--- src/rtl/crit_usage_monitor_pkg.sv ---
package crit_usage_monitor_pkg;
    typedef enum logic [1:0] {
        S_RUN  = 2'd0,
        S_PICK = 2'd1,
        S_LOAD = 2'd2
    } mon_state_e;
endpackage

--- src/rtl/pair_counter_array.sv ---
module pair_counter_array #(
    parameter int N_PORTS = 4,
    parameter int CNT_W   = 4,
    localparam int IDX_W  = $clog2(N_PORTS)
) (
    input  logic                               clk,
    input  logic                               rst_n,
    input  logic                               inc_en,
    input  logic [IDX_W-1:0]                   inc_in,
    input  logic [IDX_W-1:0]                   inc_out,
    input  logic                               clr,
    output logic [N_PORTS*N_PORTS*CNT_W-1:0]   cnt_flat
);
    localparam logic [CNT_W-1:0] CNT_MAX = {CNT_W{1'b1}};

    // counter for (output o, input i) lives at slot o*N_PORTS+i
    for (genvar o = 0; o < N_PORTS; o++) begin : g_out
        for (genvar i = 0; i < N_PORTS; i++) begin : g_in
            logic [CNT_W-1:0] cnt_q;
            logic             hit;
            assign hit = inc_en && (inc_in == IDX_W'(i)) && (inc_out == IDX_W'(o));
            always_ff @(posedge clk) begin
                if (!rst_n || clr) begin
                    cnt_q <= '0;
                end else if (hit && cnt_q != CNT_MAX) begin
                    cnt_q <= cnt_q + 1'b1;
                end
            end
            assign cnt_flat[(o*N_PORTS+i)*CNT_W +: CNT_W] = cnt_q;
        end
    end
endmodule

--- src/rtl/port_picker.sv ---
module port_picker #(
    parameter int N_PORTS = 4,
    parameter int CNT_W   = 4,
    localparam int IDX_W  = $clog2(N_PORTS)
) (
    input  logic [N_PORTS*N_PORTS*CNT_W-1:0] cnt_flat,
    input  logic [IDX_W-1:0]                 out_idx,
    input  logic [N_PORTS-1:0]               taken,
    output logic                             found,
    output logic [IDX_W-1:0]                 best
);
    logic [CNT_W-1:0] best_cnt;
    logic [CNT_W-1:0] cur;

    // ascending scan with strict compare: ties keep the lower index
    always_comb begin
        found    = 1'b0;
        best     = '0;
        best_cnt = '0;
        cur      = '0;
        for (int i = 0; i < N_PORTS; i++) begin
            cur = cnt_flat[(int'(out_idx)*N_PORTS + i)*CNT_W +: CNT_W];
            if (!taken[i] && cur != '0 && (!found || cur > best_cnt)) begin
                found    = 1'b1;
                best     = IDX_W'(i);
                best_cnt = cur;
            end
        end
    end
endmodule

--- src/rtl/crit_usage_monitor.sv ---
module crit_usage_monitor
    import crit_usage_monitor_pkg::*;
#(
    parameter int N_PORTS = 4,
    parameter int CNT_W   = 4,
    parameter int LEN_W   = 16,
    localparam int IDX_W  = $clog2(N_PORTS)
) (
    input  logic                       clk,
    input  logic                       rst_n,
    input  logic                       ev_valid,
    input  logic [IDX_W-1:0]           ev_in,
    input  logic [IDX_W-1:0]           ev_out,
    input  logic                       ev_head,
    input  logic                       ev_crit,
    input  logic [LEN_W-1:0]           interval_len,
    output logic [N_PORTS-1:0]         tbl_valid,
    output logic [N_PORTS*IDX_W-1:0]   tbl_sel
);
    localparam logic [IDX_W-1:0] LAST_OUT = IDX_W'(N_PORTS - 1);

    mon_state_e                         state_q, state_d;
    logic [LEN_W-1:0]                   timer_q;
    logic [LEN_W-1:0]                   len_m1;
    logic                               last_run;
    logic [IDX_W-1:0]                   pick_q;
    logic [N_PORTS-1:0]                 taken_q;
    logic [N_PORTS-1:0]                 shadow_v;
    logic [IDX_W-1:0]                   shadow_sel [N_PORTS];
    logic [IDX_W-1:0]                   tbl_sel_q  [N_PORTS];
    logic [N_PORTS*N_PORTS*CNT_W-1:0]   cnt_flat;
    logic                               inc_en;
    logic                               load_ph;
    logic                               found;
    logic [IDX_W-1:0]                   best;

    assign len_m1   = (interval_len == '0) ? '0 : interval_len - 1'b1;
    assign last_run = (timer_q >= len_m1);
    assign load_ph  = (state_q == S_LOAD);
    assign inc_en   = ev_valid && ev_head && ev_crit && (state_q == S_RUN);

    pair_counter_array #(.N_PORTS(N_PORTS), .CNT_W(CNT_W)) u_cnt (
        .clk      (clk),
        .rst_n    (rst_n),
        .inc_en   (inc_en),
        .inc_in   (ev_in),
        .inc_out  (ev_out),
        .clr      (load_ph),
        .cnt_flat (cnt_flat)
    );

    port_picker #(.N_PORTS(N_PORTS), .CNT_W(CNT_W)) u_pick (
        .cnt_flat (cnt_flat),
        .out_idx  (pick_q),
        .taken    (taken_q),
        .found    (found),
        .best     (best)
    );

    // state register
    always_ff @(posedge clk) begin
        if (!rst_n) state_q <= S_RUN;
        else        state_q <= state_d;
    end

    // transitions: interval end, selection done, reload
    always_comb begin
        state_d = state_q;
        unique case (state_q)
            S_RUN:   if (last_run)           state_d = S_PICK;
            S_PICK:  if (pick_q == LAST_OUT) state_d = S_LOAD;
            S_LOAD:                          state_d = S_RUN;
            default:                         state_d = S_RUN;
        endcase
    end

    // datapath and outputs
    always_ff @(posedge clk) begin
        if (!rst_n) begin
            timer_q   <= '0;
            pick_q    <= '0;
            taken_q   <= '0;
            shadow_v  <= '0;
            tbl_valid <= '0;
            for (int k = 0; k < N_PORTS; k++) begin
                shadow_sel[k] <= '0;
                tbl_sel_q[k]  <= '0;
            end
        end else begin
            unique case (state_q)
                S_RUN: begin
                    timer_q <= timer_q + 1'b1;
                    if (last_run) begin
                        pick_q   <= '0;
                        taken_q  <= '0;
                        shadow_v <= '0;
                        for (int k = 0; k < N_PORTS; k++) shadow_sel[k] <= '0;
                    end
                end
                S_PICK: begin
                    if (found) begin
                        shadow_v[pick_q]   <= 1'b1;
                        shadow_sel[pick_q] <= best;
                        taken_q[best]      <= 1'b1;
                    end
                    pick_q <= pick_q + 1'b1;
                end
                S_LOAD: begin
                    timer_q   <= '0;
                    tbl_valid <= shadow_v;
                    for (int k = 0; k < N_PORTS; k++) tbl_sel_q[k] <= shadow_sel[k];
                end
                default: timer_q <= '0;
            endcase
        end
    end

    for (genvar k = 0; k < N_PORTS; k++) begin : g_flat
        assign tbl_sel[k*IDX_W +: IDX_W] = tbl_sel_q[k];
    end
endmodule

--- config.mk ---
export PLATFORM = sky130hd
export DESIGN_NAME = crit_usage_monitor
export DESIGN_NICKNAME = d
export VERILOG_FILES = /design/src/rtl/crit_usage_monitor_pkg.sv /design/src/rtl/pair_counter_array.sv /design/src/rtl/port_picker.sv /design/src/rtl/crit_usage_monitor.sv
export SDC_FILE = /design/constraint.sdc
export NUM_CORES = 1
export LEC_CHECK = 0
export CAP_MARGIN = 5
export CELL_PAD_IN_SITES_DETAIL_PLACEMENT = 0
export CELL_PAD_IN_SITES_GLOBAL_PLACEMENT = 1
export CORE_UTILIZATION = 47
export DETAILED_ROUTE_END_ITERATION = 16
export PLACE_DENSITY_LB_ADDON = 0.15
export RECOVER_POWER = 50
export SLEW_MARGIN = 20
export SYNTH_ARGS = -nofsm -noshare
export SYNTH_HDL_FRONTEND = slang
export SYNTH_HIERARCHICAL = 1
export SYNTH_SLANG_ARGS = --single-unit
--- constraint.sdc ---
create_clock -name clk -period 5.95 [get_ports clk]
set_input_delay 1.19 -clock clk [delete_from_list [all_inputs] [get_ports clk]]
set_output_delay 1.19 -clock clk [all_outputs]
set_load 0.02 [all_outputs]
; Yosys cells after proc, flatten, opt, wreduce, memory -nomap -nowiden
; Memories as Yosys holds them, arrays and structs flattened.
; Index checks and enable logic that the tools add are counted.
; Widths: inputs -> output; s select.
[word_totals]
register_bits = 96
ramBits = 16
out_inout_bits = 12
mem_count = 2
[mem_list]
columns = memory, words, width, read_ports, rd_clocked_by_memory_dff, write_ports, line
row1 = shadow_sel, 4, 2, 4, 0, 4, crit_usage_monitor.sv:29  ; logic [IDX_W-1:0] shadow_sel [N_PORTS];
row2 = tbl_sel_q, 4, 2, 4, 0, 4, crit_usage_monitor.sv:30  ; logic [IDX_W-1:0] tbl_sel_q [N_PORTS];
[op_classes]
add_sub_neg = 22
n_lt_le_gt_ge = 8
eq_ne = 28
shifts = 4
mux = 49
bitwise = 10
n_reduce_logical = 73
[op_table]
columns = cell, n
row1 = $shiftx 64x32->4, 3
row2 = $add 4x1->4 const B, 16
row3 = $ne 4x4->1 const B, 16
row4 = $shiftx 64x7->4, 1
row5 = $logic_and 1x1->1, 48
row6 = $pmux 16 s2, 1
row7 = $mux 2, 15
row8 = $mux 4, 6
row9 = $mux 1, 20
row10 = $add 16x1->16 const B, 1
row11 = $ge 16x16->1, 1
row12 = $logic_not 16->1, 1
row13 = $mux 16, 1
row14 = $pmux 4 s2, 2
row15 = $reduce_bool 4->1, 4
row16 = $sub 16x1->16 const B, 1
row17 = $eq 2x2->1 const B, 6
row18 = $gt 4x4->1, 3
row19 = $add 4x2->5 const B, 2
row20 = $logic_not 1->1, 8
row21 = $or 1x1->1, 8
row22 = $or 4x4->4, 2
row23 = $pmux 2 s2, 2
row24 = $eq 2x1->1 const B, 3
row25 = 12 further kinds, 23

; Longest topological paths before layout
[depth]
depth_word = 23
depth_mapped = 27
mapped_depth_nobuf = 26

; Cells and area by module
; The synthesis kept the hierarchy.
[by_module_without_submodules]
columns = mod, instances, cells_each, area_per_inst_um2
row1 = pair_counter_array, 1, 380, 3309.4
row2 = crit_usage_monitor, 1, 285, 2707.6
row3 = port_picker, 1, 87, 964.7

; Worst setup path before layout
; OpenSTA, ideal clock, no wires.
[synth_path]
path_type = reg2reg
start = register pick_q[0]
end = register taken_q[0]
setup_ps = 64
t_arrival_ps = 4908
required_time_ps = 5886
path_slack_ps = 978
stages_incl_launch_ff = 28
n_path_buf = 2
synth_period_minus_slack_ps = 4972
path_cell_list = dfxtp_1 > buf_6 > buf_12 > mux4_2 > or2b_1 > ha_1 > nor2b_1 > o211ai_1 > a21oi_1 > nor3_1 > o22ai_1 > inv_1 > ha_1 > a21oi_1 > o21ai_0 > o21ai_0 > a21oi_4 > mux2i_1 > ha_1 > nor2b_1 > o21a_1 > o21a_1 > o21ai_0 > a21o_1 > o31ai_1 > nor3_1 > a31oi_1 > nor2_1
[synth_between]
elab_chain_len = 23
word_cells_on_any_way = 47
[synth_rtl]
columns = item, line
row1 = from (decl), crit_usage_monitor.sv:26  ; logic [IDX_W-1:0] pick_q;
row2 = from (signal assigned), crit_usage_monitor.sv:106  ; pick_q <= pick_q + 1'b1;
row3 = "parallel branches: the longest is 15 deep, another holds $add 4x1->5", n/a
row4 = $mux 2 (*), port_picker.sv:23  ; if (!taken[i] && cur != '0 && (!found || cur > best_cnt)) begin
row5 = via best[0], crit_usage_monitor.sv:35  ; logic [IDX_W-1:0] best;
row6 = $lt 2x3->1 (implied by the code) / $ge 2x1->1 (equally long branches), crit_usage_monitor.sv:104  ; taken_q[best] <= 1'b1;
row7 = $logic_and 1x1->1 (implied by the code), crit_usage_monitor.sv:104
row8 = $mux 1 (implied by the code), crit_usage_monitor.sv:104
row9 = $demux 1 s2 (*), crit_usage_monitor.sv:104
row10 = $or 4x4->4 (no source line) (*), n/a
row11 = $mux 4 (*), crit_usage_monitor.sv:101  ; if (found) begin
row12 = $pmux 4 s2 (*), crit_usage_monitor.sv:90  ; unique case (state_q)
row13 = to (signal assigned), crit_usage_monitor.sv:82  ; taken_q <= '0;
row14 = to (signal assigned), crit_usage_monitor.sv:95  ; taken_q <= '0;
row15 = "to (signal, indexed assignment)", crit_usage_monitor.sv:104
row16 = to (decl), crit_usage_monitor.sv:27  ; logic [N_PORTS-1:0] taken_q;
; Mark *: on every way through the listed nets, which the timed path passes. The select of a mux whose other input is x is not followed.
; A chain may end at the register's enable or synchronous reset.

; Worst setup path after layout
; Same ends and word-level chain as after synthesis.

==> summary.md <==
| Metric | Value |
|---|---|
| Via Count | `5869` |
| Final hold vios | `0` |
| Avg Inst Size Synth | `9.28 um2` |
| Largest net degree at the start of global routing | `53` |
| GPL Wtd Cong | `roughly 0.84` |
| Synth area leader | `dfxtp_1` |
| Critical path class | `flip-flop to flip-flop` |
| Hold_buf cts | `0` |
| Die Ht | `124 um` |
| Critical-path maximum fanout | `10` |
| TritonCTS clock tree | `yes` |
| Leak pwr | `around 2.8 nW` |
| CP arrival | `5.90 ns` |
| Pre-antenna DRT Iters | `5` |
| Layout cells sized above 1 | `7.18%` |
| Crit path largest cell delay | `0.58 ns` |
| Starting Density | `about half` |
| EDFF count, synth | `16` |
| Synth unique cells | `63` |
| Remaining DRCs | `0` |
| Tcrit/Tclk final | `94.1%` |
| Syn_nets | `a little over 800` |
| Final setup fails | `0` |
| Worst VDD drop | `roughly 0.12 mV` |
| Detail Route Antenna Nets | `0` |
| Root buf cell | `clkbuf_16` |
| Final WL | `16.8 mm` |
| Worst Hold Class | `flip-flop to flip-flop` |
| Vias in the first global route | `approximately 5600` |
| Slew Limit Headroom | `a little under two fifths` |
| DPL Wire Length | `11.8 mm` |
| Rows | `44` |
| Initial antenna violation count | `0` |
| Area occupied by registers | `2400 um2` |
| Maxcap violations | `0` |
| Critical path startpoint category | `flip-flop` |
| Slew Limit Fails | `0` |
| PD cells | `just under 200 nW/um2` |
| CP max stage cell | `mux4_2` |
| Clock Pin Slew Worst Setup and Hold Paths | `around 0.08 ns` |
| Fmax | `between 150 and 200 MHz` |
| Most common cell in the netlist | `dfxtp_1` |
| Slew @ Worst Pin | `0.946 ns` |
| Register bit total from synthesis | `112` |
| Port Buf Inserts | `36` |
| Status | `complete, no violations` |
| DIE AREA | `15300 um2` |
| Nets | `837` |
| Initial DRC Count | `about 420` |
| Top FF cell, synth | `dfxtp_1` |
| Ys async rst share | `0%` |
| # clock sinks | `between 100 and 150` |
| Area Overhead vs Synth | `10.3%` |
| Gr ovfl total | `0` |
| Skew final | `about 0.0089 ns` |
| Area of the multi-input gates | `4310 um2` |
| DIE WIDTH | `124 um` |
| Overall Global Routing Usage | `22.8%` |
| Drt via density | `between 6 and 7` |
| YS warnings | `6` |
| WHS | `between 0.4 and 0.5 ns` |
| Mapped Area | `6980 um2` |
| CTS HTree Levels | `3` |
| Post-synthesis cell count | `around 750` |
| Setup TNS | `0 ns` |
| Clk Latency, worst-skew pair | `0.36 ns` |
| TritonCTS Buffers | `9` |
| Placeable core region | `about 15000 um2` |
| Post-Place Cells | `934` |
| # fillers | `roughly 1400` |
| First-pass GRT wire length | `27.2 mm` |
| CP Buf/Inv Count | `1` |
| CTS Buffer Depth | `2` |
| Final setup margin | `0.350 ns` |
| Register area share after synthesis | `between 30% and 40%` |
| Required @ worst endpoint | `approximately 6.3 ns` |
| Largest cells by area after synthesis | `dfxtp_1 (28%), ha_1 (9.1%), edfxtp_1 (6.9%), a21oi_1 (3.7%), o31ai_1 (3.7%)` |
| Top post-synthesis cells by count | `dfxtp_1 (96), nand2_1 (63), a21oi_1 (52), ha_1 (51)` |
| Drt wl/cell | `17.7 um` |
| Place WS | `0.276 ns` |
| Kind of cell adding the most delay to the critical path | `compound AO/OA/AOI/OAI gates` |
| RSZ-0062 raised after global routing | `false` |
| Worst setup EP type | `flip-flop` |
| Number of diodes | `0` |
| Non-Filler Instances | `950` |
| I/O pin total | `37` |
| Tmin final | `5.60 ns` |
| Top cell type's share of synthesized area | `27.5%` |
-- cells in the final DEF, fill, tap and decap left out, types with 3 or more instances in the layout --
cell	n
nand4_1	5
o31ai_1	34
buf_4	5
xor2_1	19
clkbuf_16	9
xnor2_1	5
and3_1	36
mux4_2	10
nand3_1	23
nand3b_1	3
a21oi_1	52
nand2b_1	25
nor4_1	31
o22ai_1	3
mux4_1	6
nor3_1	25
nor2_1	36
or4_1	20
inv_8	3
and3b_1	3
dfxtp_1	94
o21ai_0	7
nand2_2	4
o41ai_1	5
a31oi_1	22
inv_1	17
o21a_1	3
dlygate4sd3_1	14
nor2b_1	13
mux2i_1	22
edfxtp_1	16
nand2_1	63
clkdlybuf4s50_1	22
nand4b_1	17
a21o_1	5
ha_1	51
-- sequential cells by signal, indices dropped and copies added, names as in the netlist --
register	count
tbl_sel_q	8
taken_q	4
timer_q	16
pick_q	2
u_cnt/g_out.g_in.cnt_q	64
tbl_valid	4
shadow_v	4
state_q	2
shadow_sel	8
-- worst reg2reg max path, stage by stage (launching register included) --
cell,delay [ns]
dfxtp_2,0.51
mux4_2,0.58
or2b_1,0.20
ha_1,0.24
nor2b_1,0.14
o211ai_1,0.18
a21oi_1,0.12
nor3_1,0.48
o22ai_1,0.23
inv_1,0.10
ha_1,0.14
nand2_1,0.06
o21ai_0,0.13
o21ai_0,0.16
a21oi_4,0.27
mux2i_1,0.25
ha_1,0.27
nor2b_1,0.14
o21a_1,0.17
o21a_1,0.16
o21ai_0,0.15
a21o_1,0.16
o31ai_1,0.19
nor3_1,0.31
a31oi_1,0.12
nor2_1,0.10
-- cells by family (layout without fill, tap and decap cells) --
logic type	count (synthesis)	count (layout)	synth area share, %
and+or+nand+nor	323	323	26.7
AOI/OAI and AO/OA	143	143	13.8
DFF	112	112	34.4
buffers and inverters	60	74	4.03
adders and majority gates	51	51	9.14
muxes	39	39	8.85
xor gates and xnor gates	24	24	3.01
-- final cells by class --
class,instances,share of cell area (%)
repair buffers,41,5.17
clock inverters,7,0.926
well taps,184,2.99
flip-flops and latches,112,31.2
inverters,17,0.829
clock buffers,9,2.93
multi-input cells,580,55.9
-- report_power, final --
part | switching, W | internal (W) | total, W
Combinational | 0.0000657 | 0.0000400 | 0.000106
Clock | 0.000314 | 0.000298 | 0.000612
Sequential | 0.00000400 | 0.000771 | 0.000775
Total | 0.000384 | 0.00111 | 0.00149
-- metal layers --
layer	up-vias	track usage, %	share of wire, %
met5	-	0	0
li1	2891	-	-
met3	27	4.21	4.5
met4	0	8.06	1.9
met1	2803	29.1	46
met2	148	38.4	47
-- path summary, 6_finish.rpt --
check / cells after the start / slack, ns / end / startpoint
setup / recovery: 25 / 0.35 / taken_q[0] / pick_q[0]
hold / removal: 2 / 0.48 / shadow_v[1] / shadow_v[1]
setup reg to reg: 25 / 0.35 / taken_q[0] / pick_q[0]
hold reg to reg: 2 / 0.48 / shadow_v[1] / shadow_v[1]
-- what timing repair did --
action	CTS	global route
hold endpoints to repair	0	0
setup buffers	0	0
endpoints found under the setup margin	0	5
gates resized for setup	0	2
-- through the flow --
stage          area (um2)  util, %  total power (W)
2_1_floorplan        6980        -         0.000856
3_3_place_gp         7390     50.9         0.000896
3_5_place_dp         7390     50.9         0.000900
4_1_cts              7690     52.9          0.00151
5_1_grt              7700     53.0          0.00155
6_report             7700     53.0          0.00149
Power figures use the tool's default switching activity.
